File: config.mk
export PLATFORM = sky130hd
export DESIGN_NAME = route_table_collector
export DESIGN_NICKNAME = d
export VERILOG_FILES = /design/src/rtl/rtc_pkg.sv /design/src/rtl/rtc_table.sv /design/src/rtl/rtc_ctrl.sv /design/src/rtl/route_table_collector.sv
export SDC_FILE = /design/constraint.sdc
export NUM_CORES = 1
export LEC_CHECK = 0
export ABC_AREA = 1
export BUFFER_PORTS_ARGS = -buffer_cell sky130_fd_sc_hd__buf_2
export CELL_PAD_IN_SITES_DETAIL_PLACEMENT = 0
export CELL_PAD_IN_SITES_GLOBAL_PLACEMENT = 1
export CORE_AREA = 8 8 199 201
export CTS_CLUSTER_DIAMETER = 100
export DETAILED_ROUTE_END_ITERATION = 6
export DIE_AREA = 0 0 207 209
export GPL_TIMING_DRIVEN = 0
export PLACE_DENSITY = 0.75
export SYNTH_ARGS = -nofsm -noshare
export SYNTH_HDL_FRONTEND = slang
export SYNTH_SLANG_ARGS = --single-unit
File: constraint.sdc
create_clock -name clk -period 2.96 [get_ports clk]
set_clock_uncertainty 0.15 [all_clocks]
set_input_delay 0.296 -clock clk [delete_from_list [all_inputs] [get_ports clk]]
set_output_delay 0.296 -clock clk [all_outputs]
set_load 0.03 [all_outputs]
File: src/rtl/rtc_pkg.sv
package rtc_pkg;
    typedef enum logic [1:0] {
        ST_START   = 2'd0,
        ST_COLLECT = 2'd1,
        ST_DONE    = 2'd2
    } rtc_state_e;
endpackage

File: src/rtl/rtc_table.sv
module rtc_table #(
    parameter int NUM_CORES = 12,
    parameter int ID_W      = 4,
    parameter int ROUTE_W   = 16
) (
    input  logic                 clk,
    input  logic                 rst_n,
    input  logic                 clr,
    input  logic                 wr_en,
    input  logic [ID_W-1:0]      wr_idx,
    input  logic [ROUTE_W-1:0]   wr_route,
    input  logic [ID_W-1:0]      probe_idx,
    output logic                 probe_valid,
    input  logic [ID_W-1:0]      rd_idx,
    output logic                 rd_hit,
    output logic [ROUTE_W-1:0]   rd_route,
    output logic [NUM_CORES-1:0] valid_vec
);
    logic [NUM_CORES-1:0] valid_d, valid_q;
    logic [ROUTE_W-1:0]   route_d [NUM_CORES];
    logic [ROUTE_W-1:0]   route_q [NUM_CORES];

    always_comb begin
        valid_d = valid_q;
        route_d = route_q;
        if (clr) begin
            valid_d = '0;
        end else if (wr_en) begin
            for (int i = 0; i < NUM_CORES; i++) begin
                if (wr_idx == ID_W'(i)) begin
                    valid_d[i] = 1'b1;
                    route_d[i] = wr_route;
                end
            end
        end
    end

    always_ff @(posedge clk) begin
        if (!rst_n) begin
            valid_q <= '0;
            route_q <= '{default: '0};
        end else begin
            valid_q <= valid_d;
            route_q <= route_d;
        end
    end

    always_comb begin
        rd_hit      = 1'b0;
        rd_route    = '0;
        probe_valid = 1'b0;
        for (int i = 0; i < NUM_CORES; i++) begin
            if (rd_idx == ID_W'(i) && valid_q[i]) begin
                rd_hit   = 1'b1;
                rd_route = route_q[i];
            end
            if (probe_idx == ID_W'(i)) begin
                probe_valid = valid_q[i];
            end
        end
    end

    assign valid_vec = valid_q;

    for (genvar g = 0; g < NUM_CORES; g++) begin : g_keep
        AST_ROUTE_KEPT: assert property (@(posedge clk) disable iff (!rst_n)
            (valid_q[g] && !clr) |=> $stable(route_q[g]));
    end
endmodule

File: src/rtl/rtc_ctrl.sv
module rtc_ctrl
    import rtc_pkg::*;
#(
    parameter int NUM_CORES = 12,
    parameter int ID_W      = 4,
    parameter int SEQ_W     = 8,
    parameter int CNT_W     = 4,
    parameter int TMO_W     = 16,
    parameter int PER_W     = 20
) (
    input  logic             clk,
    input  logic             rst_n,
    input  logic [TMO_W-1:0] timeout_cycles,
    input  logic [PER_W-1:0] period_cycles,
    input  logic             ack_valid,
    input  logic [SEQ_W-1:0] ack_seq,
    input  logic [ID_W-1:0]  ack_core,
    input  logic             ent_valid,
    output logic             tbl_clr,
    output logic             tbl_wr,
    output logic             req_valid,
    output logic [SEQ_W-1:0] req_seq,
    output logic             round_done,
    output logic [CNT_W-1:0] core_count
);
    typedef struct packed {
        rtc_state_e       st;
        logic [SEQ_W-1:0] seq;
        logic [CNT_W-1:0] cnt;
        logic [TMO_W-1:0] tmo;
        logic [PER_W-1:0] per;
        logic             req;
        logic             done;
    } ctrl_s;

    ctrl_s r_d, r_q;
    logic  accept;

    always_comb begin
        r_d     = r_q;
        r_d.req = 1'b0;
        tbl_clr = 1'b0;
        tbl_wr  = 1'b0;
        accept  = ack_valid && (ack_seq == r_q.seq) && !ent_valid
                  && ({1'b0, ack_core} < (ID_W+1)'(NUM_CORES));
        case (r_q.st)
            ST_START: begin
                r_d.seq  = r_q.seq + 1'b1;
                r_d.cnt  = '0;
                r_d.tmo  = '0;
                r_d.per  = '0;
                r_d.req  = 1'b1;
                r_d.done = 1'b0;
                r_d.st   = ST_COLLECT;
                tbl_clr  = 1'b1;
            end
            ST_COLLECT: begin
                if (accept) begin
                    tbl_wr  = 1'b1;
                    r_d.cnt = r_q.cnt + 1'b1;
                end
                if (({1'b0, r_q.tmo} + 1'b1) >= {1'b0, timeout_cycles}) begin
                    r_d.st   = ST_DONE;
                    r_d.done = 1'b1;
                    r_d.per  = '0;
                end else begin
                    r_d.tmo = r_q.tmo + 1'b1;
                end
            end
            ST_DONE: begin
                if (period_cycles == '0) begin
                    r_d.per = '0;
                end else if (({1'b0, r_q.per} + 1'b1) >= {1'b0, period_cycles}) begin
                    r_d.st   = ST_START;
                    r_d.done = 1'b0;
                end else begin
                    r_d.per = r_q.per + 1'b1;
                end
            end
            default: r_d.st = ST_START;
        endcase
    end

    always_ff @(posedge clk) begin
        if (!rst_n) begin
            r_q <= '{st: ST_START, default: '0};
        end else begin
            r_q <= r_d;
        end
    end

    assign req_valid  = r_q.req;
    assign req_seq    = r_q.seq;
    assign round_done = r_q.done;
    assign core_count = r_q.cnt;

    AST_REQ_SINGLE: assert property (@(posedge clk) disable iff (!rst_n)
        r_q.req |=> !r_q.req);
    AST_SEQ_STEP: assert property (@(posedge clk) disable iff (!rst_n)
        r_q.req |-> (r_q.seq == SEQ_W'($past(r_q.seq) + 1'b1)));
    AST_NO_OVERFLOW: assert property (@(posedge clk) disable iff (!rst_n)
        r_q.cnt <= CNT_W'(NUM_CORES));
    AST_DONE_HOLDS: assert property (@(posedge clk) disable iff (!rst_n)
        (r_q.done && $past(r_q.done)) |-> $stable(r_q.cnt));
endmodule

File: src/rtl/route_table_collector.sv
module route_table_collector #(
    parameter int NUM_CORES = 12,
    parameter int ROUTE_W   = 16,
    parameter int SEQ_W     = 8,
    parameter int TMO_W     = 16,
    parameter int PER_W     = 20,
    localparam int ID_W     = (NUM_CORES > 1) ? $clog2(NUM_CORES) : 1,
    localparam int CNT_W    = $clog2(NUM_CORES + 1)
) (
    input  logic               clk,
    input  logic               rst_n,
    input  logic [TMO_W-1:0]   timeout_cycles,
    input  logic [PER_W-1:0]   period_cycles,
    output logic               req_valid,
    output logic [SEQ_W-1:0]   req_seq,
    input  logic               ack_valid,
    input  logic [SEQ_W-1:0]   ack_seq,
    input  logic [ID_W-1:0]    ack_core,
    input  logic [ROUTE_W-1:0] ack_route,
    input  logic [ID_W-1:0]    lkp_core,
    output logic               lkp_hit,
    output logic [ROUTE_W-1:0] lkp_route,
    output logic [CNT_W-1:0]   core_count,
    output logic               round_done
);
    logic                 tbl_clr, tbl_wr, ent_valid;
    logic [NUM_CORES-1:0] valid_vec;

    rtc_ctrl #(
        .NUM_CORES(NUM_CORES), .ID_W(ID_W), .SEQ_W(SEQ_W),
        .CNT_W(CNT_W), .TMO_W(TMO_W), .PER_W(PER_W)
    ) u_ctrl (
        .clk(clk), .rst_n(rst_n),
        .timeout_cycles(timeout_cycles), .period_cycles(period_cycles),
        .ack_valid(ack_valid), .ack_seq(ack_seq), .ack_core(ack_core),
        .ent_valid(ent_valid), .tbl_clr(tbl_clr), .tbl_wr(tbl_wr),
        .req_valid(req_valid), .req_seq(req_seq),
        .round_done(round_done), .core_count(core_count)
    );

    rtc_table #(
        .NUM_CORES(NUM_CORES), .ID_W(ID_W), .ROUTE_W(ROUTE_W)
    ) u_table (
        .clk(clk), .rst_n(rst_n), .clr(tbl_clr),
        .wr_en(tbl_wr), .wr_idx(ack_core), .wr_route(ack_route),
        .probe_idx(ack_core), .probe_valid(ent_valid),
        .rd_idx(lkp_core), .rd_hit(lkp_hit), .rd_route(lkp_route),
        .valid_vec(valid_vec)
    );

    AST_COUNT_TRACKS_TABLE: assert property (@(posedge clk) disable iff (!rst_n)
        core_count == CNT_W'($countones(valid_vec)));
    AST_REQ_CLEARS: assert property (@(posedge clk) disable iff (!rst_n)
        req_valid |-> (valid_vec == '0));
endmodule

==> impl_metrics.json, run 1 <==
{
  "status": "complete, but fails checks",
  "violations": "negative setup slack",
  "ios": 102,
  "cp.arrival_ns": 3.42,
  "wire_per_inst_um": 15.6,
  "powerDensity_nw_per_um2": 498,
  "yosysTopAreaCell": "dfxtp_1",
  "fmax_mhz": 319,
  "critical_path_class": "register to register",
  "yosysTopAreaCellShare": 0.365,
  "h-tree-depth": 1,
  "grt_usage": 0.201,
  "die_area_um2": 43300,
  "rsz0062_at_grt": "yes",
  "synth_fp_nets": 2336,
  "ant_nets": 0,
  "pre_cts_ws_ns": -0.620,
  "first_iter_violations": 957,
  "fp.coreArea_um2": 36300,
  "min_path_type": "input pin to register",
  "drc": 0,
  "ys.flop_type": "dfxtp_1",
  "cts.clk_slew.worst_paths_ns": 0.06,
  "setup_violations": 38,
  "synth_area_leaders": "dfxtp_1, nand2_1, nor2_1, inv_1, ha_1",
  "drt_wl_total_mm": 45.6,
  "place_area_um2": 15100,
  "rows": 70,
  "leakagePower_nw": 8.89,
  "max_slew_margin": 0.385,
  "grt_pass1_wl_mm": 71.6,
  "drive_gt1_frac": 0.179,
  "clock-root-buffer": "clkbuf_16",
  "synth-edff-count": 0,
  "min_period_ns": 3.13,
  "final_cell_area_um2": 17800,
  "synth.ff_latch_count": 256,
  "async_reset_ff_frac": 0,
  "cp-end-kind": "register",
  "crit_path_max_fanout": 10,
  "slew_viol_final": 0,
  "via_per_inst": 4.81,
  "place.gp.congestion": 0.874,
  "port_buffers": 99,
  "cts_sinks": 256,
  "maxCapViolCount": 0,
  "yosys_warnings": 0,
  "numCtsBuffers": 30,
  "timing.final.crit_share": 1.06,
  "die_w_um": 207,
  "initial_core_util": 0.387,
  "antenna_cells": 0,
  "dp_hpwl_mm": 34.3,
  "clock_latency_ns": 0.55,
  "yosysUniqueCellTypes": 39,
  "cts_tree": "yes",
  "grt_pass1_vias": 13100,
  "irDropWorstVdd_uv": 415,
  "clock_tree.buffer_depth": 3,
  "area_delta_synth_final_pct": 26.7,
  "finalHoldViolCount": 0,
  "netlist_area_um2": 14000,
  "ys_top_cells_by_count": "nand2_1, nor2_1, inv_1",
  "yosysMostFrequentCell": "nand2_1",
  "fin_util": 0.491,
  "firstDrtPassIters": 5,
  "fillers": 3667,
  "p_total_mw": 8.86,
  "synth_cells": 2225,
  "syn_avg_cell_area_um2": 6.31,
  "setup_tns_ns": -3.99,
  "critPathLaunchType": "register",
  "required_ns": 3.25,
  "antenna_found_initial": 0,
  "fin_ws_ns": -0.172,
  "grt_max_degree": 17,
  "worst_pin_slew_ns": 0.923,
  "grt_overflow": 0,
  "synth_seq_area_share": 0.365,
  "vias": 14100,
  "num-nets-final": 2545,
  "die_y_um": 209
}
-- final timing paths --
kind | start | endpoint | slack [ns] | depth (start not counted)
hold reg to reg | u_table.valid_vec[1] | u_table.valid_vec[1] | 0.33 | 2
setup reg to reg | u_ctrl.r_q[6] | u_ctrl.r_q[9] | -0.17 | 16
hold / removal | rst_n | u_ctrl.req_valid | 0.10 | 3
setup / recovery | u_ctrl.r_q[6] | u_ctrl.r_q[9] | -0.17 | 16
-- sequential cells by signal, indices dropped and copies added, names as in the netlist --
signal and count:
u_table.valid_vec 12, u_ctrl.req_seq 8, u_table.route_q 192, u_ctrl.r_q 38, u_ctrl.req_valid 1, u_ctrl.core_count 4, u_ctrl.round_done 1
-- critical path, cell delays in order (launching register included) --
cell and delay (ns):
dfxtp_2 0.37, nand2_2 0.10, nor3_4 0.17, nand3_2 0.14, nor3_4 0.29, xor2_1 0.22
inv_2 0.09, ha_4 0.28, inv_2 0.04, nor3_4 0.18, nor3b_2 0.18, nand3b_1 0.15
nand3_4 0.15, nand2_8 0.10, buf_6 0.19, a21oi_1 0.14, nor2_1 0.06
-- placed cells by master (no fill, tap or decap), types with 25 or more instances in the layout --
cell type / count
buf_2: 130
ha_1: 33
a21oi_1: 66
clkbuf_1: 51
clkbuf_16: 36
buf_4: 69
nand4_1: 49
nand2_1: 588
inv_1: 326
nor2_1: 451
dfxtp_1: 242
nand3_1: 57
o22ai_1: 25
o21ai_0: 34
-- cell type report --
cell class / count / area (um2) / area share
clock buffers: 43 / 901 / 0.0506
inverters: 334 / 1280 / 0.0717
flip-flops and latches: 256 / 5160 / 0.290
plain buffers: 122 / 723 / 0.0406
multi-input cells: 1511 / 7740 / 0.435
repair buffers: 179 / 1280 / 0.0717
well taps: 468 / 586 / 0.0329
clock inverters: 10 / 128 / 0.00717
-- logic make-up after synthesis --
| kind of cell | after synthesis | share of synthesized area |
|---|---|---|
| buffers and inverters | 458 | 0.134 |
| adder cells (fa/ha/maj) | 40 | 0.0356 |
| XOR/XNOR | 35 | 0.0218 |
| flip-flops | 256 | 0.365 |
| AND/OR/NAND/NOR | 1248 | 0.368 |
| AO/OA/AOI/OAI | 188 | 0.0757 |
-- what timing repair did --
item,4_1_cts,5_1_grt
hold endpoints to repair,32,0
cloned,1,5
hold buffers,16,0
pin swaps,30,49
gates resized for setup,123,122
endpoints found under the setup margin,56,53
setup buffers,37,20
-- where the power goes --
group	leakage [nW]	switching [mW]	internal [mW]
Combinational	6.30	0.797	0.550
Clock	0.510	1.50	2.35
Sequential	2.07	0.132	3.53
-- per-stage QoR --
step / instances / hold WS (ns)
after floorplan: 2225 / 0.281
after global placement: 2792 / 0.314
after detailed placement: 2794 / 0.315
after CTS: 2900 / 0.0987
after global routing: 2923 / 0.163
final: 2923 / 0.103
-- routing by layer --
layer  vias to the layer above  share of wire  global-route usage
met5                         -              0                   0
met4                         0          0.017              0.0404
met3                        49          0.051              0.0277
met2                       303           0.46               0.333
met1                      6456           0.48               0.277
li1                       7250              -                   -
Power figures use the tool's default switching activity.
==> run 2, diff against run 1 <==
CORE_AREA = 8 8 184 186   (was 8 8 199 201)
DIE_AREA = 0 0 192 194   (was 0 0 207 209)
PLACE_DENSITY = 0.84   (was 0.75)
clock period = 4 ns   (was 2.96 ns; I/O delays follow)
==> run 2 against run 1 <==
The flow now finishes without violations. Worst hold slack worse by 0.074 ns. Die area is 14% lower. Utilization is 2.8 points higher. Setup slack better by 0.40 ns. Highest routed layer unchanged.
==> impl_metrics.json, run 2 (synthesis results as in run 1) <==
{
  "status": "finished clean",
  "antenna_found_initial": 0,
  "num-nets-final": 2481,
  "setup_violations": 0,
  "clock_tree.buffer_depth": 3,
  "cp_common_cell": "nand4_1",
  "leakagePower_nw": 8.14,
  "fin_hold_ws_ns": 0.0286,
  "grt_max_degree": 14,
  "powerDensity_nw_per_um2": 374,
  "required_ns": 3.45,
  "largest_reg_flops": 192,
  "ios": 102,
  "worst_path_max_delay_cell": "clkbuf_1",
  "max_slew_margin": 0.367,
  "grt_pass1_vias": 12800,
  "cp.arrival_ns": 3.22,
  "clock-root-buffer": "clkbuf_16",
  "first_iter_violations": 952,
  "min_period_ns": 3.77,
  "timing.final.crit_share": 0.943,
  "h-tree-depth": 1,
  "die_area_um2": 37200,
  "dp_hpwl_mm": 32.8,
  "vias": 13800,
  "grt_usage": 0.227,
  "worst_pin_slew_ns": 0.949,
  "post_cts_buffers": 0,
  "critPathLaunchType": "register",
  "drt_wl_total_mm": 42.6,
  "wire_per_inst_um": 15.3,
  "layout_commonest_cell": "nand2_1",
  "cts_tree": "yes",
  "port_buffers": 99,
  "die_w_um": 192,
  "setup_tns_ns": 0,
  "crit_family": "buffers and inverters",
  "via_per_inst": 4.94,
  "rsz0062_at_grt": "no",
  "fmax_mhz": 265,
  "min_path_type": "input pin to register",
  "firstDrtPassIters": 7,
  "ant_nets": 0,
  "path_buf_inv": 2,
  "largest_register": "u_table.route_q",
  "rows": 65,
  "numCtsBuffers": 29,
  "place.gp.congestion": 0.862,
  "irDropWorstVdd_uv": 313,
  "crit_path_max_fanout": 10,
  "cp_cell_sequence": "nand3_1 > clkbuf_1 > o22ai_1 > a221oi_1 > nand4_1 > o21ai_0 > nand4_1 > buf_2",
  "max_stage_delay_ns": 0.55,
  "grt_overflow": 0,
  "grt_pass1_wl_mm": 69.1,
  "cts.clk_slew.worst_paths_ns": 0.06,
  "clock_latency_ns": 0.54,
  "cts_sinks": 256,
  "die_y_um": 194,
  "finalHoldViolCount": 0,
  "critical_path_class": "register to output pin",
  "initial_core_util": 0.452,
  "area_delta_synth_final_pct": 14.7,
  "drive_gt1_frac": 0.0942,
  "antenna_cells": 0,
  "drc": 0,
  "final_cell_mix": "nand2_1, nor2_1, inv_1",
  "fp.coreArea_um2": 31100,
  "slew_viol_final": 0,
  "cp-end-kind": "output pin",
  "maxCapViolCount": 0
}
==> run 2: routing by layer <==
| metal | GRT usage | share of wire | vias up |
|---|---|---|---|
| met1 | 0.327 | 0.48 | 6287 |
| li1 | - | - | 7123 |
| met5 | 0 | 0 | - |
| met3 | 0.0257 | 0.056 | 49 |
| met4 | 0.0402 | 0.014 | 0 |
| met2 | 0.362 | 0.45 | 310 |
==> run 2: power by group <==
group	total (mW)	switching (mW)	internal [mW]
combinational	0.752	0.489	0.263
clock	2.58	1.06	1.52
sequential	2.69	0.0796	2.61
==> run 2: path summary, 6_finish.rpt <==
check,cells past startpoint,end,slack (ns),startpoint
max,8,lkp_route[9],0.23,u_table.valid_vec[0]
min,3,u_table.route_q[46],0.03,ack_route[14]
max reg2reg,15,u_ctrl.r_q[13],0.44,u_ctrl.r_q[2]
min reg2reg,2,u_table.valid_vec[6],0.32,u_table.valid_vec[6]
==> run 2: worst register-to-register path: stages, from the launching register on <==
cell and delay, ns:
dfxtp_1 0.50, inv_1 0.09, nor3_1 0.49, nand2_1 0.26, nor2_1 0.17, xor2_1 0.30
ha_1 0.19, inv_1 0.04, nor3_1 0.22, nor3b_1 0.24, nand3b_1 0.11, nand3_1 0.13
nand2_1 0.13, buf_4 0.20, a21oi_1 0.16, nor2_1 0.06
==> run 2: metrics by stage <==
step / total power [mW] / setup slack, ns / instance area [um2] / utilization / instances
5_1_grt: 6.29 / 0.0747 / 16100 / 0.519 / 2790
4_1_cts: 6.08 / 0.223 / 16100 / 0.518 / 2790
6_report: 6.02 / 0.229 / 16100 / 0.519 / 2790
3_5_place_dp: 3.48 / 0.344 / 15100 / 0.485 / 2727
3_3_place_gp: 3.47 / 0.214 / 15000 / 0.484 / 2726
2_1_floorplan: 3.24 / 1.07 / 14000 / - / 2225
==> run 2: final cells by class <==
type | count | area, um2
Buffer | 124 | 631
Multi-Input combinational cell | 1511 | 7040
Clock inverter | 5 | 53.8
Timing Repair Buffer | 114 | 647
Tap cell | 402 | 503
Inverter | 334 | 1250
Fill cell | 3228 | 15000
Sequential cell | 256 | 5120
Clock buffer | 44 | 852
==> run 2: what timing repair did <==
item / 4_1_cts / 5_1_grt
endpoints found under the hold margin: 16 / 0
hold buffers: 14 / 0
gates resized for setup: 0 / 0
==> run 3, diff against run 2 <==
BUFFER_PORTS_ARGS = unset   (was -buffer_cell sky130_fd_sc_hd__buf_2)
CORE_AREA = 8 8 205 158   (was 8 8 184 186)
DIE_AREA = 0 0 213 166   (was 0 0 192 194)
DONT_BUFFER_PORTS = 1   (was unset)
PLACE_DENSITY = unset   (was 0.84)
PLACE_DENSITY_LB_ADDON = 0.2   (was unset)
==> run 3 against run 2 <==
Register-to-register slack about the same. Global-route usage increased by 1.6 points. Via count increased by 0.29%. Worst hold slack improved by 0.12 ns. Non-clock buffer count decreased by 96. Combinational power decreased by 5.7%. First-iteration DRC count increased by 40%. Count of clock-buffer cells in the layout decreased by 1. Largest power group is now the clock network. Utilization increased by 1.6 points. Setup slack got worse by 0.013 ns. Final area decreased by 2.6%. Sequential power about the same.
==> impl_metrics.json, run 3 (synthesis results as in run 1) <==
{
  "first_iter_violations": 1333,
  "h-tree-depth": 1,
  "max_slew_margin": 0.379,
  "maxCapViolCount": 0,
  "place.gp.congestion": 0.887,
  "critPathLaunchType": "register",
  "wire_per_inst_um": 16.3,
  "ios": 102,
  "setup_violations": 0,
  "pre_cts_ws_ns": 0.420,
  "irDropWorstVdd_uv": 301,
  "crit_path_max_fanout": 10,
  "status": "finished clean",
  "p_int_mw": 4.52,
  "initial_core_util": 0.478,
  "fin_ws_ns": 0.216,
  "leakagePower_nw": 7.74,
  "cp-end-kind": "output pin",
  "largest_reg_flops": 192,
  "p_switching_mw": 1.62,
  "antenna_found_initial": 0,
  "drive_gt1_frac": 0.0554,
  "comb_power_share": 0.115,
  "die_y_um": 166,
  "slew_viol_final": 0,
  "min_period_ns": 3.78,
  "min_path_type": "input pin to register",
  "worst_path_max_delay_cell": "clkbuf_1",
  "layout_commonest_cell": "nand2_1",
  "timing.rr.end": "u_ctrl.r_q[18]",
  "cts.clk_slew.worst_paths_ns": 0.06,
  "antenna_cells": 0,
  "top_usage_layer": "met1",
  "vias": 13800,
  "post_cts_buffers": 0,
  "seq_area_um2": 5120,
  "fillers": 3047,
  "max_stage_delay_ns": 0.59,
  "dp_hpwl_mm": 33.8,
  "die_area_um2": 35400,
  "grt_pass1_vias": 12300,
  "clock_tree.buffer_depth": 3,
  "final_cell_mix": "nand2_1, nor2_1, inv_1",
  "cp.arrival_ns": 3.23,
  "required_ns": 3.45,
  "fmax_mhz": 264,
  "num-nets-final": 2384,
  "grt_use_met2": 0.347,
  "critical_path_class": "register to output pin",
  "setup_tns_ns": 0,
  "min_path_cells": 7,
  "min_from": "period_cycles[6]",
  "powerDensity_nw_per_um2": 391,
  "hold-path-endpoint": "u_ctrl.r_q[51]",
  "cp_cell_sequence": "nand3_1 > clkbuf_1 > o22ai_1 > a221oi_1 > nand4_1 > o21ai_0 > nand4_1",
  "worst_pin_slew_ns": 0.932,
  "grtUsageMet1": 0.379,
  "ant_nets": 0,
  "drc": 0,
  "cts_sinks": 256,
  "via_per_inst": 5.13,
  "grt_pass1_wl_mm": 68.9,
  "area_delta_synth_final_pct": 11.8,
  "rows": 55,
  "worst-r2r-cell-count": 20,
  "clock_latency_ns": 0.54,
  "drt_wl_total_mm": 44.0,
  "clock-root-buffer": "clkbuf_16",
  "cp_common_cell": "nand4_1",
  "grt_usage": 0.242,
  "grt_overflow": 0,
  "numCtsBuffers": 28,
  "fp.coreArea_um2": 29400,
  "final_cell_area_um2": 15700,
  "place_area_um2": 14600,
  "clockPowerShare": 0.446,
  "finalHoldViolCount": 0,
  "power_frac_seq": 0.439,
  "swShare": 0.264,
  "r2r-start": "u_ctrl.r_q[22]",
  "r2r_setup_slack_ns": 0.44,
  "grt_util_met3": 0.0347,
  "die_w_um": 213,
  "cts_tree": "yes",
  "rsz0062_at_grt": "no",
  "grt_max_degree": 14,
  "multiInputGateArea_um2": 7040,
  "largest_register": "u_table.route_q",
  "timing.final.crit_share": 0.946,
  "port_buffers": 0,
  "firstDrtPassIters": 7
}
-- run 3: repair_timing --
item | 4_1_cts | 5_1_grt
hold buffers | 16 | 0
resized for setup | 0 | 1
endpoints found under the hold margin | 32 | 0
endpoints found under the setup margin | 0 | 17
-- run 3: how the worst max path moves through the flow --
stage / startpoint / to / slack [ns] / cells after the start
after floorplan: u_ctrl.r_q[22] / u_ctrl.r_q[2] / 1.07 / 20
after global placement: lkp_core[0] / lkp_route[0] / 0.05 / 6
after detailed placement: lkp_core[0] / lkp_route[7] / 0.42 / 6
after CTS: u_table.valid_vec[9] / lkp_route[7] / 0.27 / 5
after global routing: u_ctrl.r_q[5] / u_ctrl.r_q[21] / 0.04 / 16
final: u_table.valid_vec[0] / lkp_route[12] / 0.22 / 7
-- run 3: critical path: cells and delay by family (launching register included) --
kind	cells	cell delay, ns
AND/OR/NAND/NOR	3	0.99
buffers and inverters	1	0.59
flip-flops	1	0.34
AO/OA/AOI/OAI	3	0.76
-- run 3: stage by stage --
stage	power [mW]	hold WS (ns)	utilization	cells
after floorplan	3.24	0.293	-	2225
after global placement	3.41	0.309	0.495	2624
after detailed placement	3.43	0.318	0.495	2625
after CTS	6.16	0.135	0.534	2691
after global routing	6.37	0.188	0.534	2692
final	6.14	0.147	0.534	2692
-- run 3: routing by layer --
layer | part of all wire | vias up
met1 | 0.51 | 6411
met3 | 0.074 | 49
met2 | 0.40 | 420
li1 | - | 6929
met5 | 0 | -
met4 | 0.017 | 0
-- run 3: layout make-up --
class,instances,share of cell area
multi-input cells,1511,0.449
flip-flops and latches,256,0.327
inverters,334,0.0799
clock buffers,43,0.0528
plain buffers,124,0.0402
well taps,399,0.0318
repair buffers,18,0.0114
clock inverters,7,0.00861
-- run 3: power by group through the flow --
| stage | Clock, mW | Sequential (mW) | Combinational [mW] |
|---|---|---|---|
| 4_1_cts | 2.77 | 2.69 | 0.701 |
| 2_1_floorplan | 0 | 2.73 | 0.512 |
| 3_3_place_gp | 0 | 2.75 | 0.668 |
| 5_1_grt | 2.87 | 2.70 | 0.795 |
| 3_5_place_dp | 0 | 2.75 | 0.680 |
| 6_report | 2.74 | 2.70 | 0.709 |
